<file path="src/rtl/wprot_guard_pkg.sv">
package wprot_guard_pkg;

    localparam int ADDR_W  = 8;
    localparam int DATA_W  = 32;
    localparam int KEY_W   = 24;
    localparam int KEY_LSB = 8;
    localparam int EN_BIT  = 0;
    localparam int SRC_W   = 16;
    localparam int SRC_LSB = 8;
    localparam int NUM_TGT = 8;
    localparam int IDX_W   = $clog2(NUM_TGT);

    localparam logic [KEY_W-1:0]  UNLOCK_KEY = 24'h4C4344;
    localparam logic [ADDR_W-1:0] PROT_OFS   = 8'h40;
    localparam logic [ADDR_W-1:0] STAT_OFS   = 8'h44;

    typedef enum logic [IDX_W-1:0] {
        TGT_CMD   = 3'd0,
        TGT_IEN   = 3'd1,
        TGT_IDIS  = 3'd2,
        TGT_MODE  = 3'd3,
        TGT_FRAME = 3'd4,
        TGT_DISP  = 3'd5,
        TGT_SEG0  = 3'd6,
        TGT_SEG1  = 3'd7
    } tgt_e;

    typedef struct packed {
        logic             flag;
        logic [SRC_W-1:0] src;
    } viol_t;

    function automatic logic [ADDR_W-1:0] tgt_offset(input int idx);
        case (idx)
            0:       tgt_offset = 8'h00;
            1:       tgt_offset = 8'h04;
            2:       tgt_offset = 8'h08;
            3:       tgt_offset = 8'h10;
            4:       tgt_offset = 8'h14;
            5:       tgt_offset = 8'h18;
            6:       tgt_offset = 8'h1C;
            default: tgt_offset = 8'h20;
        endcase
    endfunction

    function automatic logic tgt_guarded(input int idx);
        tgt_guarded = (idx >= int'(TGT_MODE));
    endfunction

endpackage

</file>
<file path="src/rtl/wprot_guard_decode.sv">
module wprot_guard_decode
    import wprot_guard_pkg::*;
#(
    parameter int N_TGT = NUM_TGT,
    parameter int AW    = ADDR_W
) (
    input  logic             wr,
    input  logic [AW-1:0]    addr,
    output logic [N_TGT-1:0] hit,
    output logic             guarded_hit,
    output logic             prot_hit
);

    logic [N_TGT-1:0] guard_mask;

    for (genvar i = 0; i < N_TGT; i++) begin : g_tgt
        assign hit[i]        = wr && (addr == tgt_offset(i));
        assign guard_mask[i] = tgt_guarded(i);
    end

    assign guarded_hit = |(hit & guard_mask);
    assign prot_hit    = wr && (addr == PROT_OFS);

    always_comb begin
        assert_hit_onehot_R2: assert ($onehot0({hit, prot_hit}));
    end

endmodule

</file>
<file path="src/rtl/wprot_guard_keyreg.sv">
module wprot_guard_keyreg
    import wprot_guard_pkg::*;
#(
    parameter int DW = DATA_W,
    parameter int KW = KEY_W
) (
    input  logic          clk,
    input  logic          rst,
    input  logic          prot_hit,
    input  logic [KW-1:0] key_in,
    input  logic          en_in,
    output logic          prot_en,
    output logic          key_bad,
    output logic [DW-1:0] rdata
);

    logic key_ok;

    assign key_ok  = prot_hit && (key_in == UNLOCK_KEY);
    assign key_bad = prot_hit && (key_in != UNLOCK_KEY);

    always_ff @(posedge clk) begin
        if (rst) begin
            prot_en <= 1'b0;
        end else if (key_ok) begin
            prot_en <= en_in;
        end
    end

    always_comb begin
        rdata         = '0;
        rdata[EN_BIT] = prot_en;
    end

    assert_badkey_hold_R4: assert property (@(posedge clk) disable iff (rst)
        key_bad |=> $stable(prot_en));

    assert_key_load_R3: assert property (@(posedge clk) disable iff (rst)
        key_ok |=> (prot_en == $past(en_in)));

endmodule

</file>
<file path="src/rtl/wprot_guard_viol.sv">
module wprot_guard_viol
    import wprot_guard_pkg::*;
#(
    parameter int SW = SRC_W
) (
    input  logic          clk,
    input  logic          rst,
    input  logic          event_in,
    input  logic [SW-1:0] event_src,
    input  logic          clr,
    output viol_t         state
);

    always_ff @(posedge clk) begin
        if (rst) begin
            state <= '0;
        end else if (event_in) begin
            state.flag <= 1'b1;
            state.src  <= event_src;
        end else if (clr) begin
            state <= '0;
        end
    end

    assert_record_R6: assert property (@(posedge clk) disable iff (rst)
        event_in |=> (state.flag && state.src == $past(event_src)));

    assert_clear_R9: assert property (@(posedge clk) disable iff (rst)
        (clr && !event_in) |=> (!state.flag && state.src == '0));

    assert_hold_R9: assert property (@(posedge clk) disable iff (rst)
        (!clr && !event_in) |=> $stable(state));

endmodule

</file>
<file path="src/rtl/wprot_guard.sv">
module wprot_guard
    import wprot_guard_pkg::*;
#(
    parameter int AW    = ADDR_W,
    parameter int DW    = DATA_W,
    parameter int SW    = SRC_W,
    parameter int N_TGT = NUM_TGT
) (
    input  logic             clk,
    input  logic             rst,
    input  logic             bus_wr,
    input  logic [AW-1:0]    bus_addr,
    input  logic [DW-1:0]    bus_wdata,
    input  logic             stat_rd,
    output logic [N_TGT-1:0] reg_we,
    output logic             prot_en,
    output logic [DW-1:0]    prot_rdata,
    output logic             viol_flag,
    output logic [SW-1:0]    viol_src,
    output logic [DW-1:0]    stat_rdata
);

    logic [N_TGT-1:0] hit;
    logic             guarded_hit;
    logic             prot_hit;
    logic             key_bad;
    logic             blocked;
    logic             viol_event;
    logic [SW-1:0]    viol_event_src;
    viol_t            vstate;

    wprot_guard_decode #(.N_TGT(N_TGT), .AW(AW)) u_decode (
        .wr          (bus_wr),
        .addr        (bus_addr),
        .hit         (hit),
        .guarded_hit (guarded_hit),
        .prot_hit    (prot_hit)
    );

    wprot_guard_keyreg #(.DW(DW), .KW(KEY_W)) u_keyreg (
        .clk      (clk),
        .rst      (rst),
        .prot_hit (prot_hit),
        .key_in   (bus_wdata[KEY_LSB +: KEY_W]),
        .en_in    (bus_wdata[EN_BIT]),
        .prot_en  (prot_en),
        .key_bad  (key_bad),
        .rdata    (prot_rdata)
    );

    assign blocked        = guarded_hit && prot_en;
    assign reg_we         = blocked ? '0 : hit;
    assign viol_event     = blocked || key_bad;
    assign viol_event_src = SW'(bus_addr);

    wprot_guard_viol #(.SW(SW)) u_viol (
        .clk       (clk),
        .rst       (rst),
        .event_in  (viol_event),
        .event_src (viol_event_src),
        .clr       (stat_rd),
        .state     (vstate)
    );

    assign viol_flag = vstate.flag;
    assign viol_src  = vstate.src;

    always_comb begin
        stat_rdata                   = '0;
        stat_rdata[0]                = vstate.flag;
        stat_rdata[SRC_LSB +: SW]    = vstate.src;
    end

    assert_we_onehot_R2: assert property (@(posedge clk) disable iff (rst)
        $onehot0(reg_we));

    assert_guard_block_R6: assert property (@(posedge clk) disable iff (rst)
        (prot_en && guarded_hit) |-> (reg_we == '0));

    assert_cmd_pass_R7: assert property (@(posedge clk) disable iff (rst)
        (bus_wr && bus_addr == tgt_offset(int'(TGT_CMD))) |-> reg_we[TGT_CMD]);

endmodule

</file>
<file path="config.mk">
export PLATFORM = sky130hd
export DESIGN_NAME = wprot_guard
export DESIGN_NICKNAME = d
export VERILOG_FILES = /design/src/rtl/wprot_guard_pkg.sv /design/src/rtl/wprot_guard_decode.sv /design/src/rtl/wprot_guard_keyreg.sv /design/src/rtl/wprot_guard_viol.sv /design/src/rtl/wprot_guard.sv
export SDC_FILE = /design/constraint.sdc
export NUM_CORES = 1
export LEC_CHECK = 0
export CAP_MARGIN = 20
export CELL_PAD_IN_SITES_DETAIL_PLACEMENT = 1
export CELL_PAD_IN_SITES_GLOBAL_PLACEMENT = 1
export CORE_MARGIN = 3
export CORE_UTILIZATION = 43
export CTS_BUF_LIST = sky130_fd_sc_hd__clkbuf_16
export CTS_CLUSTER_SIZE = 10
export DETAILED_ROUTE_END_ITERATION = 10
export DONT_BUFFER_PORTS = 1
export PLACE_DENSITY_LB_ADDON = 0.1
export SLEW_MARGIN = 30
export SYNTH_ARGS = -nofsm -noshare
export SYNTH_HDL_FRONTEND = slang
export SYNTH_HIERARCHICAL = 1
export SYNTH_SLANG_ARGS = --single-unit
</file>
<file path="constraint.sdc">
create_clock -name clk -period 3.2 [get_ports clk]
set_clock_uncertainty 0.15 [all_clocks]
set_input_delay 0.32 -clock clk [delete_from_list [all_inputs] [get_ports clk]]
set_output_delay 0.32 -clock clk [all_outputs]
set_load 0.01 [all_outputs]
</file>
==> results.sh, run 1 <==
export IMPL_status="completed"
export IMPL_yosysTopAreaCellShare_pct=29.9
export IMPL_cts_made_buffers=3
export IMPL_criticalPathCategory="in -> reg"
export IMPL_grtUsageMet3_pct=6.82
export IMPL_grt_first_pass_wirelength_microns=4730
export IMPL_finalSetupViolations=0
export IMPL_grt_busiest_layer="met2"
export IMPL_fillers=448
export IMPL_critPathMaxFanout=15
export IMPL_floorplan_initialDensity_pct=46.7
export IMPL_n_antenna_cell=0
export IMPL_arrival_ns=2.36
export IMPL_drc=0
export IMPL_fin_ws_ns=0.818
export IMPL_fin_hold_ws_ns=0.0170
export IMPL_slowest_delay_ns=0.56
export IMPL_gp_congestion=0.606
export IMPL_end_kind="register"
export IMPL_drive_gt1_share_pct=13.8
export IMPL_powerDensity_nw_per_um2=358
export IMPL_port_buffers=0
export IMPL_critPathRequiredTime_ns=3.18
export IMPL_timing_fmax_mhz=420
export IMPL_yosysTopAreaCell="buf_4"
export IMPL_synth_seq_cells=18
export IMPL_critical_path_top_delay_family="simple AND/OR/NAND/NOR gates"
export IMPL_fin_nets=220
export IMPL_rows=21
export IMPL_cts_buffer_depth=2
export IMPL_tightest_slew_ns=0.767
export IMPL_die_w_microns=67.6
export IMPL_grt_use_met1_pct=14.2
export IMPL_rsz0062_at_grt="no"
export IMPL_core_sq_um=3490
export IMPL_hold_class="in -> reg"
export IMPL_irDropWorstVdd_mv=0.297
export IMPL_syn_area_sq_um=1630
export IMPL_overflow=0
export IMPL_synthArstFlopShare_pct=0
export IMPL_crit_chain="or3b_1 > nor4_1 > clkinvlp_2 > nor2_1 > a21o_2 > buf_4 > nand2_1 > o32ai_1"
export IMPL_grt_pass1_vias=989
export IMPL_hold_viol=0
export IMPL_synthCells=190
export IMPL_relSlewSlack_pct=48.8
export IMPL_final_period_utilization_pct=74.4
export IMPL_cts_post_setup_buffers_inserted=0
export IMPL_slowest_stage="or3b_1"
export IMPL_area_delta_synth_final_pct=-12.3
export IMPL_yosys_most_used_dff="dfxtp_1"
export IMPL_clock_latency_ns=0.25
export IMPL_drtIter0Drc=46
export IMPL_drt_pass1_iter_count=4
export IMPL_cts_repair_resized=0
export IMPL_syn_avg_cell_area_sq_um=8.59
export IMPL_crit_path_start_kind="input pin"
export IMPL_pin_count=134
export IMPL_dieHeight_microns=67.6
export IMPL_dpl_hpwl_microns=2660
export IMPL_cellLeakagePower_uw=0.000491
export IMPL_finalSetupTns_ns=0
export IMPL_via_per_inst=4.91
export IMPL_vias=1080
export IMPL_yosys_warnings=6
export IMPL_cts_tree="built"
export IMPL_ys_types=32
export IMPL_yosys_top_cells_count="65 x buf_4, 18 x dfxtp_1, 18 x inv_1"
export IMPL_synthTopCellsByArea="buf_4 30%, dfxtp_1 22%, o32ai_2 10%, inv_1 4.1%, nand2_1 3.9%"
export IMPL_grt_usage_pct=13.9
export IMPL_grt_max_degree=18
export IMPL_antenna_found_initial=0
export IMPL_grt_use_met2_pct=24.5
export IMPL_finalPower_uw=513
export IMPL_cts_clk_slew_worst_paths_ns=0.05
export IMPL_wl_microns=3330
export IMPL_worst_path_buf_inv=2
export IMPL_post_place_ws_ns=0.530
export IMPL_finalMaxSlewViolations=0
export IMPL_synth_edf_count=0
export IMPL_routedWlPerCell_microns=15.1
export IMPL_dieArea_sq_um=4570
export IMPL_ys_seq_area_share_pct=22.1
export IMPL_maxCapViolCount=0
export IMPL_ant_nets=0
export IMPL_clockRootBuffer="clkbuf_16"
export IMPL_yosysMostFrequentCell="buf_4"
export IMPL_finalCriticalPeriod_ns=2.38
export IMPL_cts_htree_levels=1
export IMPL_cts_sinks=18
-- cell type report --
| cell class | count | area [sq um] | area share (%) |
|---|---|---|---|
| multi-input cells | 130 | 833 | 58.2 |
| flip-flops and latches | 18 | 360 | 25.2 |
| clock buffers | 3 | 75.1 | 5.24 |
| inverters | 19 | 72.6 | 5.07 |
| well taps | 46 | 57.6 | 4.02 |
| repair buffers | 4 | 32.5 | 2.27 |
-- placed cells by master, fill, tap and decap left out, types with 3 or more instances in the layout --
cell type and instances:
nor4b_2 3, nor4_1 7, a21boi_0 8, o32ai_1 5
nor2_1 3, nand2_1 17, inv_1 18, clkbuf_16 3
o32ai_2 10, a21oi_1 3, dfxtp_1 18, or4b_1 3
conb_1 54, buf_4 3
-- per-layer routing --
layer	vias up	routed length, microns	part of all wire (%)
li1	503	-	-
met1	488	1110	33
met2	84	1650	49
met3	5	525	16
met4	0	44	1.3
met5	-	0	0
-- worst paths after layout --
path                            startpoint                       endpoint  slack [ns]  depth (start not counted)
min reg2reg  u_viol/state[16]$_SDFFE_PP0P_  u_viol/state[16]$_SDFFE_PP0P_        0.43                          2
min                                    rst   u_viol/state[3]$_SDFFE_PP0P_        0.02                          1
max                            bus_addr[1]   u_viol/state[1]$_SDFFE_PP0P_        0.82                          8
max reg2reg  u_keyreg/prot_en$_SDFFE_PP0P_   u_viol/state[1]$_SDFFE_PP0P_        1.41                          4
-- sequential cells by signal (all words and copies together), names as in the netlist --
register,cells
u_keyreg/prot_en,1
u_viol/state,17
-- cells by family (layout without fill, tap and decap cells) --
family	Yosys count	in the layout	share of synthesized area, %
compound gates	29	29	19.9
buf+inv	94	26	38.8
flops	18	18	22.1
other cells	2	54	0.460
simple gates	47	47	18.7
-- power by group --
part / internal [uW] / leakage, uW / switching, uW
sequential: 225 / 0.000145 / 0.357
combinational: 9.80 / 0.000309 / 37.2
clock: 164 / 0.0000370 / 76.8
total: 399 / 0.000491 / 114
-- timing repair --
item | CTS | global route
endpoints found under the setup margin | 0 | 0
endpoints found under the hold margin | 3 | 0
hold buffers | 1 | 0
-- per-stage QoR --
step / instance area, sq um / utilization [%] / instances
6_report: 1430 / 41.0 / 220
5_1_grt: 1430 / 41.0 / 220
4_1_cts: 1430 / 41.0 / 220
3_5_place_dp: 1350 / 38.5 / 216
3_3_place_gp: 1350 / 38.5 / 216
2_1_floorplan: 1830 / - / 242
Power figures use the tool's default switching activity.
==> inputs of run 2 (changes only) <==
--- a/config.mk
+++ b/config.mk
@@ -9,7 +9,7 @@
 export CELL_PAD_IN_SITES_DETAIL_PLACEMENT = 1
 export CELL_PAD_IN_SITES_GLOBAL_PLACEMENT = 1
 export CORE_MARGIN = 3
-export CORE_UTILIZATION = 43
+export CORE_UTILIZATION = 39
 export CTS_BUF_LIST = sky130_fd_sc_hd__clkbuf_16
 export CTS_CLUSTER_SIZE = 10
 export DETAILED_ROUTE_END_ITERATION = 10
==> constraint.sdc (replaced) <==
create_clock -name clk -period 1.9 [get_ports clk]
set_clock_uncertainty 0.15 [all_clocks]
set_input_delay 0.19 -clock clk [delete_from_list [all_inputs] [get_ports clk]]
set_output_delay 0.19 -clock clk [all_outputs]
set_load 0.01 [all_outputs]
==> run 2 against run 1 <==
- die area increased by 9.3%
- cell area increased by 18%
- sequential power rose by 68%
- global-route usage fell by 0.41 points
- clock power increased by 76%
- register-to-register slack got worse by 1.0 ns
- critical path depth down 3
- power up 77%
- non-clock buffer count up 22
- via count up 8.9%
- core utilization is 2.9 points higher
==> results.sh, run 2 (synthesized netlist as in run 1, its figures left out) <==
export IMPL_tightest_slew_ns=0.781
export IMPL_fillers=476
export IMPL_critPathMaxFanout=8
export IMPL_fin_nets=242
export IMPL_final_period_utilization_pct=98.1
export IMPL_overflow=0
export IMPL_criticalPathCategory="in -> out"
export IMPL_rows=22
export IMPL_core_sq_um=3850
export IMPL_routedWlPerCell_microns=14.4
export IMPL_drive_gt1_share_pct=21.8
export IMPL_finalSetupViolations=0
export IMPL_pin_count=134
export IMPL_floorplan_initialDensity_pct=42.4
export IMPL_status="completed"
export IMPL_port_buffers=0
export IMPL_area_delta_synth_final_pct=3.60
export IMPL_irDropWorstVdd_mv=0.383
export IMPL_ant_nets=0
export IMPL_gp_congestion=0.698
export IMPL_layout_common_cells="54 x conb_1, 18 x inv_1, 18 x dfxtp_1"
export IMPL_antenna_found_initial=0
export IMPL_cts_tree="built"
export IMPL_powerDensity_nw_per_um2=536
export IMPL_cellLeakagePower_uw=0.000619
export IMPL_grt_usage_pct=13.5
export IMPL_drc=0
export IMPL_clock_latency_ns=0.25
export IMPL_largest_registers="u_viol/state (17), u_keyreg/prot_en (1)"
export IMPL_drtIter0Drc=43
export IMPL_cts_buffer_depth=2
export IMPL_die_w_microns=70.7
export IMPL_final_common_cell="conb_1"
export IMPL_grt_pass1_vias=1198
export IMPL_cts_sinks=18
export IMPL_dpl_hpwl_microns=2620
export IMPL_cts_htree_levels=1
export IMPL_cts_clk_slew_worst_paths_ns=0.06
export IMPL_clockRootBuffer="clkbuf_16"
export IMPL_cts_made_buffers=3
export IMPL_fin_hold_ws_ns=0.0233
export IMPL_n_antenna_cell=0
export IMPL_hold_class="in -> reg"
export IMPL_critPathRequiredTime_ns=1.56
export IMPL_end_kind="output port"
export IMPL_grt_max_degree=19
export IMPL_multi_input_area_sq_um=867
export IMPL_grt_first_pass_wirelength_microns=5530
export IMPL_via_per_inst=4.80
export IMPL_drt_pass1_iter_count=3
export IMPL_hold_viol=0
export IMPL_finalCriticalPeriod_ns=1.86
export IMPL_timing_fmax_mhz=537
export IMPL_vias=1176
export IMPL_regMostFlops="u_viol/state"
export IMPL_relSlewSlack_pct=47.9
export IMPL_ff_latch_area_sq_um=360
export IMPL_dieArea_sq_um=5000
export IMPL_rsz0062_at_grt="yes"
export IMPL_largest_register_ffs=17
export IMPL_finalMaxSlewViolations=0
export IMPL_crit_path_start_kind="input pin"
export IMPL_wl_microns=3540
export IMPL_postLayoutCoreUtil_pct=43.9
export IMPL_maxCapViolCount=0
export IMPL_arrival_ns=1.52
export IMPL_dieHeight_microns=70.7
[run 2: cell types whose count changed in the layout (fill, tap and decap cells not counted), moves of 2 or more]
cell	previous run	this run
buf_12	0	2
dlygate4sd3_1	1	10
buf_6	0	2
a21boi_1	0	7
a21boi_0	8	0
buf_4	3	12
[run 2: metal layers]
metal  routed length [microns]  vias to the layer above  part of all wire, %  GRT usage [%]
met2                      1870                       69                   53           25.5
met1                      1250                      557                   35           14.6
met3                       402                        2                   11           4.83
li1                          -                      548                    -              -
met4                        14                        0                 0.40           1.88
met5                         0                        -                    0              0
[run 2: power by group]
part           internal [uW]  switching [uW]
combinational           33.4            71.0
clock                    280             145
sequential               378           0.588
[run 2: worst paths after layout]
kind                                         to  depth (start not counted)                          start  slack, ns
setup reg to reg  u_viol/state[13]$_SDFFE_PP0P_                          4  u_keyreg/prot_en$_SDFFE_PP0P_       0.37
hold / removal    u_keyreg/prot_en$_SDFFE_PP0P_                          3                   bus_wdata[0]       0.02
setup / recovery                      reg_we[0]                          5                    bus_addr[4]       0.04
hold reg to reg    u_viol/state[2]$_SDFFE_PP0P_                          2   u_viol/state[2]$_SDFFE_PP0P_       0.43
[run 2: cell type report]
class,instances,share of cell area [%]
multi-input cells,130,51.3
flip-flops and latches,18,21.3
repair buffers,26,14.9
clock buffers,3,4.44
inverters,19,4.29
well taps,48,3.55
clock inverters,1,0.222
[run 2: timing repair]
item | in CTS | in global routing
hold endpoints to repair | 11 | 0
resized for setup | 2 | 13
hold buffers | 10 | 0
pin swaps | 1 | 2
endpoints found under the setup margin | 8 | 8
buffers inserted | 0 | 1
[run 2: per-stage QoR]
stage	setup WS, ns	setup TNS [ns]	total power, uW	area (sq um)	instances
3_5_place_dp	-0.164	-2.13	462	1470	230
4_1_cts	0.0408	0	917	1660	244
5_1_grt	-0.0184	-0.0746	944	1690	245
2_1_floorplan	-0.185	-2.33	551	1880	242
6_report	0.0363	0	907	1690	245
3_3_place_gp	-0.0949	-1.26	461	1470	230
[run 2: worst max-delay path: stages]
cell and delay [ns]:
or4b_4 0.53, a2111oi_4 0.40, buf_6 0.18, a21boi_1 0.07
buf_4 0.15
==> inputs of run 3 (changes only) <==
--- a/config.mk
+++ b/config.mk
@@ -9,7 +9,7 @@
 export CELL_PAD_IN_SITES_DETAIL_PLACEMENT = 1
 export CELL_PAD_IN_SITES_GLOBAL_PLACEMENT = 1
 export CORE_MARGIN = 3
-export CORE_UTILIZATION = 39
+export CORE_UTILIZATION = 46
 export CTS_BUF_LIST = sky130_fd_sc_hd__clkbuf_16
 export CTS_CLUSTER_SIZE = 10
 export DETAILED_ROUTE_END_ITERATION = 10
==> constraint.sdc (replaced) <==
create_clock -name clk -period 2.2 [get_ports clk]
set_clock_uncertainty 0.15 [all_clocks]
set_input_delay 0.22 -clock clk [delete_from_list [all_inputs] [get_ports clk]]
set_output_delay 0.22 -clock clk [all_outputs]
set_load 0.01 [all_outputs]
==> run 3 against run 2 <==
- clock-buffer cell count stayed put
- sequential cell count did not move
- first-iteration DRC count down 21%
- sequential share of layout area is 2.9 points higher
- cell area down 12%
- power down 15%
- setup slack improved by 0.20 ns
- routed wire length fell by 8.0%
- critical path type unchanged
==> results.sh, run 3 (synthesized netlist as in run 1, its figures left out) <==
export IMPL_grt_usage_pct=14.5
export IMPL_vias=1092
export IMPL_final_area_sq_um=1490
export IMPL_ant_nets=0
export IMPL_drt_pass1_iter_count=4
export IMPL_cts_htree_levels=1
export IMPL_largest_register_ffs=17
export IMPL_arrival_ns=1.59
export IMPL_fin_ws_ns=0.240
export IMPL_layout_common_cells="54 x conb_1, 18 x inv_1, 18 x dfxtp_1"
export IMPL_post_place_ws_ns=0.0632
export IMPL_fin_nets=224
export IMPL_end_kind="output port"
export IMPL_maxCapViolCount=0
export IMPL_dpl_hpwl_microns=2520
export IMPL_rows=21
export IMPL_port_buffers=0
export IMPL_finalSetupTns_ns=0
export IMPL_fillers=428
export IMPL_final_period_utilization_pct=89.1
export IMPL_via_per_inst=4.85
export IMPL_ff_latch_area_sq_um=360
export IMPL_grt_max_degree=26
export IMPL_crit_path_start_kind="input pin"
export IMPL_final_common_cell="conb_1"
export IMPL_finalMaxSlewViolations=0
export IMPL_finalCriticalPeriod_ns=1.96
export IMPL_gp_congestion=0.698
export IMPL_drtIter0Drc=34
export IMPL_hold_class="in -> reg"
export IMPL_drive_gt1_share_pct=14.5
export IMPL_dp_cells=217
export IMPL_dieArea_sq_um=4300
export IMPL_drc=0
export IMPL_hold_viol=0
export IMPL_cts_tree="built"
export IMPL_die_w_microns=65.6
export IMPL_postPlaceCellArea_sq_um=1370
export IMPL_relSlewSlack_pct=52.6
export IMPL_cts_sinks=18
export IMPL_critPathMaxFanout=9
export IMPL_multi_input_area_sq_um=840
export IMPL_cts_buffer_depth=2
export IMPL_cts_clk_slew_worst_paths_ns=0.05
export IMPL_irDropWorstVdd_mv=0.259
export IMPL_status="completed"
export IMPL_timing_fmax_mhz=510
export IMPL_overflow=0
export IMPL_rsz0062_at_grt="no"
export IMPL_tightest_slew_ns=0.711
export IMPL_largest_registers="u_viol/state (17), u_keyreg/prot_en (1)"
export IMPL_clock_latency_ns=0.24
export IMPL_critPathRequiredTime_ns=1.83
export IMPL_cellLeakagePower_uw=0.000512
export IMPL_grt_first_pass_wirelength_microns=5010
export IMPL_criticalPathCategory="in -> out"
export IMPL_routedWlPerCell_microns=14.5
export IMPL_n_antenna_cell=0
export IMPL_grt_pass1_vias=1081
export IMPL_clockRootBuffer="clkbuf_16"
export IMPL_area_delta_synth_final_pct=-8.66
export IMPL_floorplan_initialDensity_pct=48.2
export IMPL_pin_count=134
export IMPL_antenna_found_initial=0
export IMPL_powerDensity_nw_per_um2=515
export IMPL_core_sq_um=3390
export IMPL_cts_repair_resized=0
export IMPL_dieHeight_microns=65.6
export IMPL_cts_made_buffers=3
export IMPL_finalSetupViolations=0
export IMPL_layoutNonFillerInstCount=225
export IMPL_regMostFlops="u_viol/state"
export IMPL_wl_microns=3250
[run 3: cell count changes in the layout (fill, tap and decap cells not counted), sizes merged]
cell	previous run	this run
dlygate4sd3	10	4
buf	16	4
[run 3: area by class of cell]
type / instances / share of cell area [%]
Inverter: 19 / 4.87
Tap cell: 46 / 3.86
Timing Repair Buffer: 8 / 5.54
Clock inverter: 1 / 0.252
Clock buffer: 3 / 5.03
Multi-Input combinational cell: 130 / 56.3
Sequential cell: 18 / 24.2
[run 3: worst paths after layout]
kind                                                    start                             to  slack, ns  depth (start not counted)
worst min register to register  u_viol/state[16]$_SDFFE_PP0P_  u_viol/state[16]$_SDFFE_PP0P_       0.43                          2
worst max register to register  u_keyreg/prot_en$_SDFFE_PP0P_  u_viol/state[13]$_SDFFE_PP0P_       0.41                          4
worst max-delay path                              bus_addr[1]                      reg_we[7]       0.24                          4
worst min-delay path                              bus_addr[4]   u_viol/state[4]$_SDFFE_PP0P_     0.0009                          2
[run 3: power breakdown]
part / switching [uW] / leakage, uW / internal [uW]
Sequential: 0.502 / 0.000145 / 326
Combinational: 57.7 / 0.000329 / 18.8
Clock: 123 / 0.0000385 / 241
Total: 181 / 0.000512 / 587
[run 3: critical path: stages]
cell,delay (ns)
or3b_1,0.42
buf_4,0.20
nor4_1,0.29
a21boi_0,0.46
[run 3: per-stage QoR]
step	util, %	total power, uW	hold WS, ns
finish	44.0	768	0.000901
floorplan	-	474	0.139
global placement	40.5	397	0.143
detailed placement	40.5	398	0.146
CTS	44.0	773	0.00212
global route	44.0	802	0.00670
[run 3: routing by layer]
metal  wire (microns)  global-route usage [%]  up-vias  part of all wire [%]
met1             1200                    16.5      514                    37
met5                0                       0        -                     0
met3              291                    4.10        4                   8.9
li1                 -                       -      509                     -
met4               42                    4.92        0                   1.3
met2             1720                    25.8       65                    53
[run 3: repair_timing]
item / 4_1_cts / 5_1_grt
hold buffers: 4 / 0
setup endpoints to repair: 0 / 0
hold endpoints to repair: 11 / 0
setup buffers: 0 / 0
